[config.mk]
export PLATFORM = sky130hd
export DESIGN_NAME = pexp_top
export DESIGN_NICKNAME = d
export VERILOG_FILES = /design/src/rtl/pexp_pkg.sv /design/src/rtl/pexp_dir_reg.sv /design/src/rtl/pexp_out_latch.sv /design/src/rtl/pexp_pin_mux.sv /design/src/rtl/pexp_snap.sv /design/src/rtl/pexp_top.sv
export SDC_FILE = /design/constraint.sdc
export NUM_CORES = 1
export LEC_CHECK = 0
export ABC_CLOCK_PERIOD_IN_PS = 1500
export CAP_MARGIN = 10
export CORE_MARGIN = 3
export CORE_UTILIZATION = 42
export CTS_CLUSTER_DIAMETER = 150
export DETAILED_ROUTE_END_ITERATION = 12
export PLACE_DENSITY = 0.91
export SLEW_MARGIN = 20
export SYNTH_ARGS = -nofsm -noshare
export SYNTH_HDL_FRONTEND = slang
export SYNTH_HIERARCHICAL = 1
export SYNTH_SLANG_ARGS = --single-unit
[constraint.sdc]
create_clock -name clk -period 1.5 [get_ports clk]
set_input_delay 0.3 -clock clk [delete_from_list [all_inputs] [get_ports clk]]
set_output_delay 0.3 -clock clk [all_outputs]
set_load 0.02 [all_outputs]
[src/rtl/pexp_pkg.sv]
package pexp_pkg;
  typedef enum logic [1:0] {
    PM_HIZ = 2'b00,
    PM_DIG = 2'b01,
    PM_ANA = 2'b10
  } pin_mode_e;

  localparam int SEL_W = 4;
  localparam logic [SEL_W-1:0] SEL_WRITE = 4'hD;
  localparam logic [SEL_W-1:0] SEL_READ  = 4'hE;
  localparam logic [SEL_W-1:0] SEL_DIR   = 4'hF;
endpackage

[src/rtl/pexp_dir_reg.sv]
module pexp_dir_reg #(
  parameter int N = 12
) (
  input  logic         clk,
  input  logic         rst_n,
  input  logic         wr_en,
  input  logic [N-1:0] wr_data,
  output logic [N-1:0] dir_q
);
  logic [N-1:0] dir_d;

  always_comb begin
    dir_d = dir_q;
    if (wr_en) dir_d = wr_data;
  end

  always_ff @(posedge clk or negedge rst_n) begin
    if (!rst_n) dir_q <= '0;
    else        dir_q <= dir_d;
  end

  // without a write the direction bits hold
  assert_dir_hold_R8: assert property (@(posedge clk) disable iff (!rst_n)
    !wr_en |=> $stable(dir_q));
endmodule

[src/rtl/pexp_out_latch.sv]
module pexp_out_latch #(
  parameter int N = 12
) (
  input  logic         clk,
  input  logic         wr_en,
  input  logic [N-1:0] wr_data,
  output logic [N-1:0] lat_q
);
  logic [N-1:0] lat_d;

  always_comb begin
    lat_d = lat_q;
    if (wr_en) lat_d = wr_data;
  end

  // no reset: contents survive a reset
  always_ff @(posedge clk) begin
    lat_q <= lat_d;
  end
endmodule

[src/rtl/pexp_pin_mux.sv]
module pexp_pin_mux
  import pexp_pkg::*;
#(
  parameter int N      = 12,
  parameter int ANA_LO = 4,
  localparam int N_ANA = N - ANA_LO
) (
  input  logic [N-1:0]     dir,
  input  logic [N-1:0]     lat,
  input  logic [N_ANA-1:0] ana_en,
  input  logic [N-1:0]     pin_in,
  output logic [N-1:0]     oe,
  output logic [N-1:0]     dout,
  output logic [2*N-1:0]   mode,
  output logic [N-1:0]     rd_val
);
  for (genvar i = 0; i < N; i++) begin : g_pin
    logic ana;
    if (i >= ANA_LO) begin : g_shared
      assign ana = ana_en[i-ANA_LO];
    end else begin : g_digital
      assign ana = 1'b0;
    end

    pin_mode_e m;
    always_comb begin
      if (dir[i])   m = PM_DIG;
      else if (ana) m = PM_ANA;
      else          m = PM_HIZ;
    end

    assign mode[2*i +: 2] = m;
    assign oe[i]          = (m == PM_DIG);
    assign dout[i]        = (m == PM_DIG) ? lat[i] : 1'b0;
    assign rd_val[i]      = (m == PM_HIZ) ? pin_in[i] : 1'b0;
  end
endmodule

[src/rtl/pexp_snap.sv]
module pexp_snap #(
  parameter int N = 12
) (
  input  logic         clk,
  input  logic         rst_n,
  input  logic         cap_en,
  input  logic [N-1:0] rd_val,
  output logic [N-1:0] snap_q
);
  logic [N-1:0] snap_d;

  always_comb begin
    snap_d = snap_q;
    if (cap_en) snap_d = rd_val;
  end

  always_ff @(posedge clk or negedge rst_n) begin
    if (!rst_n) snap_q <= '0;
    else        snap_q <= snap_d;
  end

  // snapshot holds between read strobes
  assert_snap_hold_R8: assert property (@(posedge clk) disable iff (!rst_n)
    !cap_en |=> $stable(snap_q));
endmodule

[src/rtl/pexp_top.sv]
module pexp_top
  import pexp_pkg::*;
#(
  parameter int N      = 12,
  parameter int ANA_LO = 4,
  parameter int CMD_W  = 16,
  localparam int N_ANA = N - ANA_LO
) (
  input  logic             clk,
  input  logic             rst_n,
  input  logic             exec_i,
  input  logic [CMD_W-1:0] cmd_i,
  input  logic [N_ANA-1:0] ana_en_i,
  input  logic [N-1:0]     pin_i,
  output logic [N-1:0]     pin_oe_o,
  output logic [N-1:0]     pin_do_o,
  output logic [2*N-1:0]   pin_mode_o,
  output logic [N-1:0]     snap_o
);
  // reset: asserted asynchronously, released on the clock
  logic [1:0] rst_pipe;
  always_ff @(posedge clk or negedge rst_n) begin
    if (!rst_n) rst_pipe <= 2'b00;
    else        rst_pipe <= {rst_pipe[0], 1'b1};
  end
  logic rst_sync_n;
  assign rst_sync_n = rst_pipe[1];

  logic [SEL_W-1:0] sel;
  logic [N-1:0]     cmd_data;
  assign sel      = cmd_i[SEL_W-1:0];
  assign cmd_data = cmd_i[SEL_W +: N];

  logic wr_dir, wr_lat, cap_snap;
  assign wr_dir   = exec_i && (sel == SEL_DIR);
  assign wr_lat   = exec_i && (sel == SEL_WRITE);
  assign cap_snap = exec_i && (sel == SEL_READ);

  logic [N-1:0] dir_q, lat_q, rd_val;

  pexp_dir_reg #(.N(N)) u_dir (
    .clk(clk), .rst_n(rst_sync_n), .wr_en(wr_dir), .wr_data(cmd_data), .dir_q(dir_q));

  pexp_out_latch #(.N(N)) u_lat (
    .clk(clk), .wr_en(wr_lat), .wr_data(cmd_data), .lat_q(lat_q));

  pexp_pin_mux #(.N(N), .ANA_LO(ANA_LO)) u_mux (
    .dir(dir_q), .lat(lat_q), .ana_en(ana_en_i), .pin_in(pin_i),
    .oe(pin_oe_o), .dout(pin_do_o), .mode(pin_mode_o), .rd_val(rd_val));

  pexp_snap #(.N(N)) u_snap (
    .clk(clk), .rst_n(rst_sync_n), .cap_en(cap_snap), .rd_val(rd_val), .snap_q(snap_o));

  // a direction write shows on the enables one cycle later
  assert_dir_load_R2: assert property (@(posedge clk) disable iff (!rst_sync_n)
    wr_dir |=> pin_oe_o == $past(cmd_data));

  // after a latch write, every driving pin carries the written bit
  assert_lat_drive_R1: assert property (@(posedge clk) disable iff (!rst_sync_n)
    wr_lat |=> ((pin_do_o ^ $past(cmd_data)) & pin_oe_o) == '0);

  // the snapshot is zero wherever the pin drove or was analog at capture
  assert_snap_mask_R3: assert property (@(posedge clk) disable iff (!rst_sync_n)
    cap_snap |=> (snap_o & $past(pin_oe_o | {ana_en_i, {ANA_LO{1'b0}}})) == '0);
endmodule

==> summary by stage <==
Critical path
The data required time of the worst path is 1.20 ns. Data on the critical path arrives at its endpoint at 1.18 ns. The critical path startpoint category is an input pin. The endpoint of the lowest-slack register-to-register path is u_snap/snap_q[4].

The capturing element of the worst setup path is pin_mode_o[9]. The setup slack of the most critical reg-to-reg path is 0.53 ns. The category of the most critical setup path is in -> out.

In this run the critical register-to-register path is launched from u_dir/dir_q[4]. The most critical setup path has its startpoint at ana_en_i[0]. The largest fanout of any net on the critical path is 2. The endpoint class of the critical path is a primary output. The depth of the worst register-to-register path is 3.

Power
The worst-case IR drop observed on VDD is 803 uV. For this design the static power due to leakage is 1.38 nW. Dividing total power by cell area gives a power density of 1150 nW/um^2.

Cells and area
In the final layout, the share of cells above drive strength 1 is 0.383. The final antenna diode count is 0. The final design area excluding fillers is 2940 um^2. The core occupancy in the finished layout is 0.710. The layout overhead on the synthesized area is 58.7%. In the final design database the tool counted 273 nets.

Floorplan
The floorplan step defined a die boundary enclosing 5250 um^2. The initialized floorplan defines 23 standard-cell rows. During I/O placement, the number of pins put on the boundary was 99.

In this run the standard cell core region covers 4140 um^2. The horizontal die dimension is 72.5 um. The initial core utilization is 0.448. The die height is 72.5 um.

Route
The number of antenna-violating nets in the routed design is 0. In the routed layout, each cell is associated on average with a via count of 4.48. For this block, the routed nets add up to 4.07 mm of wire. The count of unresolved DRC violations after routing is 0. In the final routed layout, each cell accounts on average for 14.3 um. In this run, the number of DRC markers left after iteration 0 of detailed routing was 30. The first-pass iteration count of the detailed router is 4.

The final route contains 1277 vias.

STA
On the final layout, the worst clock skew is 0.00648 ns. Setup repair after global routing could not meet its margin everywhere. Dividing the final minimum period by the clock period gives 0.984. The count of final hold-check violations is 0. Setup violations remaining at the end of the flow were counted as 0. The clock period minus final worst setup slack is 1.48 ns. The final-report max-slew violation count came to 0. The maximum operating frequency is 0.678 GHz.

Clock network
The clock-pin slew of the registers on the worst-case setup and hold paths is 0.07 ns. The count of hold-fix buffers inserted at cts is 0. TritonCTS built the clock tree.

The sink count of the clock tree is 38. The TritonCTS buffer count is 5. The cell chosen for the clock root is clkbuf_8. The maximum number of buffers from clock root to sink is 2. The clock reaches the later pin of the worst-skew pair after 0.28 ns.

CTS built an H-tree with a depth of 2.

Synthesis
In this run, distinct cell masters in the synthesized netlist total 15. The number of standard cells after synthesis is 132. The average footprint of a synthesized cell is 14.1 um^2. For this run, the number of Yosys warnings is 6.

The number of register bits inferred by synthesis is 38. The mapped netlist covers 1860 um^2. The portion of the post-synthesis area used by sequential elements is 0.545.

Global route
The total congestion overflow after global routing is 0. The global-route wire length before repair is 6.44 mm. The via count of the first global-routing pass was 1320. The global-route usage over all layers is 0.160. The number of antenna violations at the first check in global routing is 0.

Entering global routing, the biggest net connects 25 pins.

Place
The number of buffers added on ports is 94. In this run the cell area measured after placement is 2830 um^2. The half-perimeter wire length after placement is 3.22 mm. The final weighted congestion of routability-driven global placement is 0.702.

Worst hold path
The type of the most critical hold path is in -> async.

Flow run
The count of max-cap constraint violations is 0.

Status
The flow ran to the end, and the final reports show no timing, DRC or antenna violations.
## layout by cell type (no fill, tap or decap), drive strengths merged
cell,n
dlygate4sd2,38
conb,5
nand2,2
clkinv,1
edfxtp,12
clkbuf,10
nor2,1
nand3,1
and2,12
dfrtp,26
buf,29
clkdlybuf4s15,13
nor2b,12
nor3b,9
nor3,1
dlymetal6s2s,2
clkinvlp,1
mux2,24
clkdlybuf4s50,36
## registers in the layout (all words and copies together) (netlist names)
| signal | flops |
|---|---|
| u_lat/lat_q | 12 |
| u_dir/dir_q | 12 |
| u_snap/snap_q | 12 |
| rst_pipe | 2 |
## power breakdown
group	switching, mW	internal, mW	total (mW)	leakage, nW
clock network	0.343	0.369	0.712	0.0472
registers	0.132	1.22	1.36	0.432
logic	0.640	0.689	1.33	0.903
## timing repair
action | 4_1_cts | 5_1_grt
setup endpoints to repair | 56 | 24
gates resized for setup | 81 | 17
pin swaps | 0 | 1
setup buffers | 0 | 7
hold endpoints to repair | 0 | 0
## through the flow
stage               power (mW)  setup TNS, ns  instances  worst slack (ns)  hold slack [ns]
global placement          2.82          -8.10        270            -0.307            0.231
CTS                       3.39              0        278           0.00529            0.167
global route              3.57        -0.0236        285           -0.0122            0.167
finish                    3.40              0        285            0.0241            0.174
detailed placement        2.86          -9.56        270            -0.317            0.263
floorplan                 2.22              0        135             0.183          0.00441
## metal layers
metal | track usage | share of wire | vias up
met5 | 0 | 0 | -
met4 | 0.0369 | 0.0042 | 0
met3 | 0.0540 | 0.088 | 2
li1 | - | - | 619
met2 | 0.272 | 0.50 | 59
met1 | 0.197 | 0.41 | 597
## synthesized netlist by cell type
library cell	n	area (um^2)
conb_1	2	7.51
dfrtp_1	26	651
and2_1	12	75.1
buf_4	20	150
mux2_4	20	300
clkbuf_1	8	30.0
nand3_2	1	10.0
nor3b_2	9	113
mux2_2	4	45.0
buf_6	2	22.5
edfxtp_1	12	360
nand2_1	2	7.51
nor3_1	1	5.00
nor2b_1	12	75.1
nor2_1	1	3.75
## worst max-delay path, stage by stage
cell             delay (ns)
clkdlybuf4s50_1        0.47
nor2b_1                0.14
clkdlybuf4s15_2        0.27
## cell type report
cell class / count / area (um^2)
Clock buffer: 6 / 82.6
Clock inverter: 2 / 12.5
Fill cell: 322 / 1200
Multi-Input combinational cell: 67 / 669
Sequential cell: 38 / 1020
Tap cell: 50 / 62.6
Timing Repair Buffer: 122 / 1100
## cell families after synthesis
family,synth area share
flops,0.545
simple gates,0.156
buf+inv,0.109
mux,0.186
other cells,0.00405
## worst min path at each step
stage / start / endpoint / slack (ns) / cells past startpoint
after global routing: rst_n / rst_pipe[1] / 0.17 / 1
after detailed placement: rst_pipe[1] / u_dir/dir_q[9] / 0.26 / 1
after global placement: rst_pipe[1] / u_dir/dir_q[10] / 0.23 / 1
final: rst_n / rst_pipe[1] / 0.17 / 1
after CTS: rst_n / rst_pipe[0] / 0.17 / 1
after floorplan: rst_n / rst_pipe[0] / 0.004 / 0
Note: power is estimated with default switching activity, not from simulation.
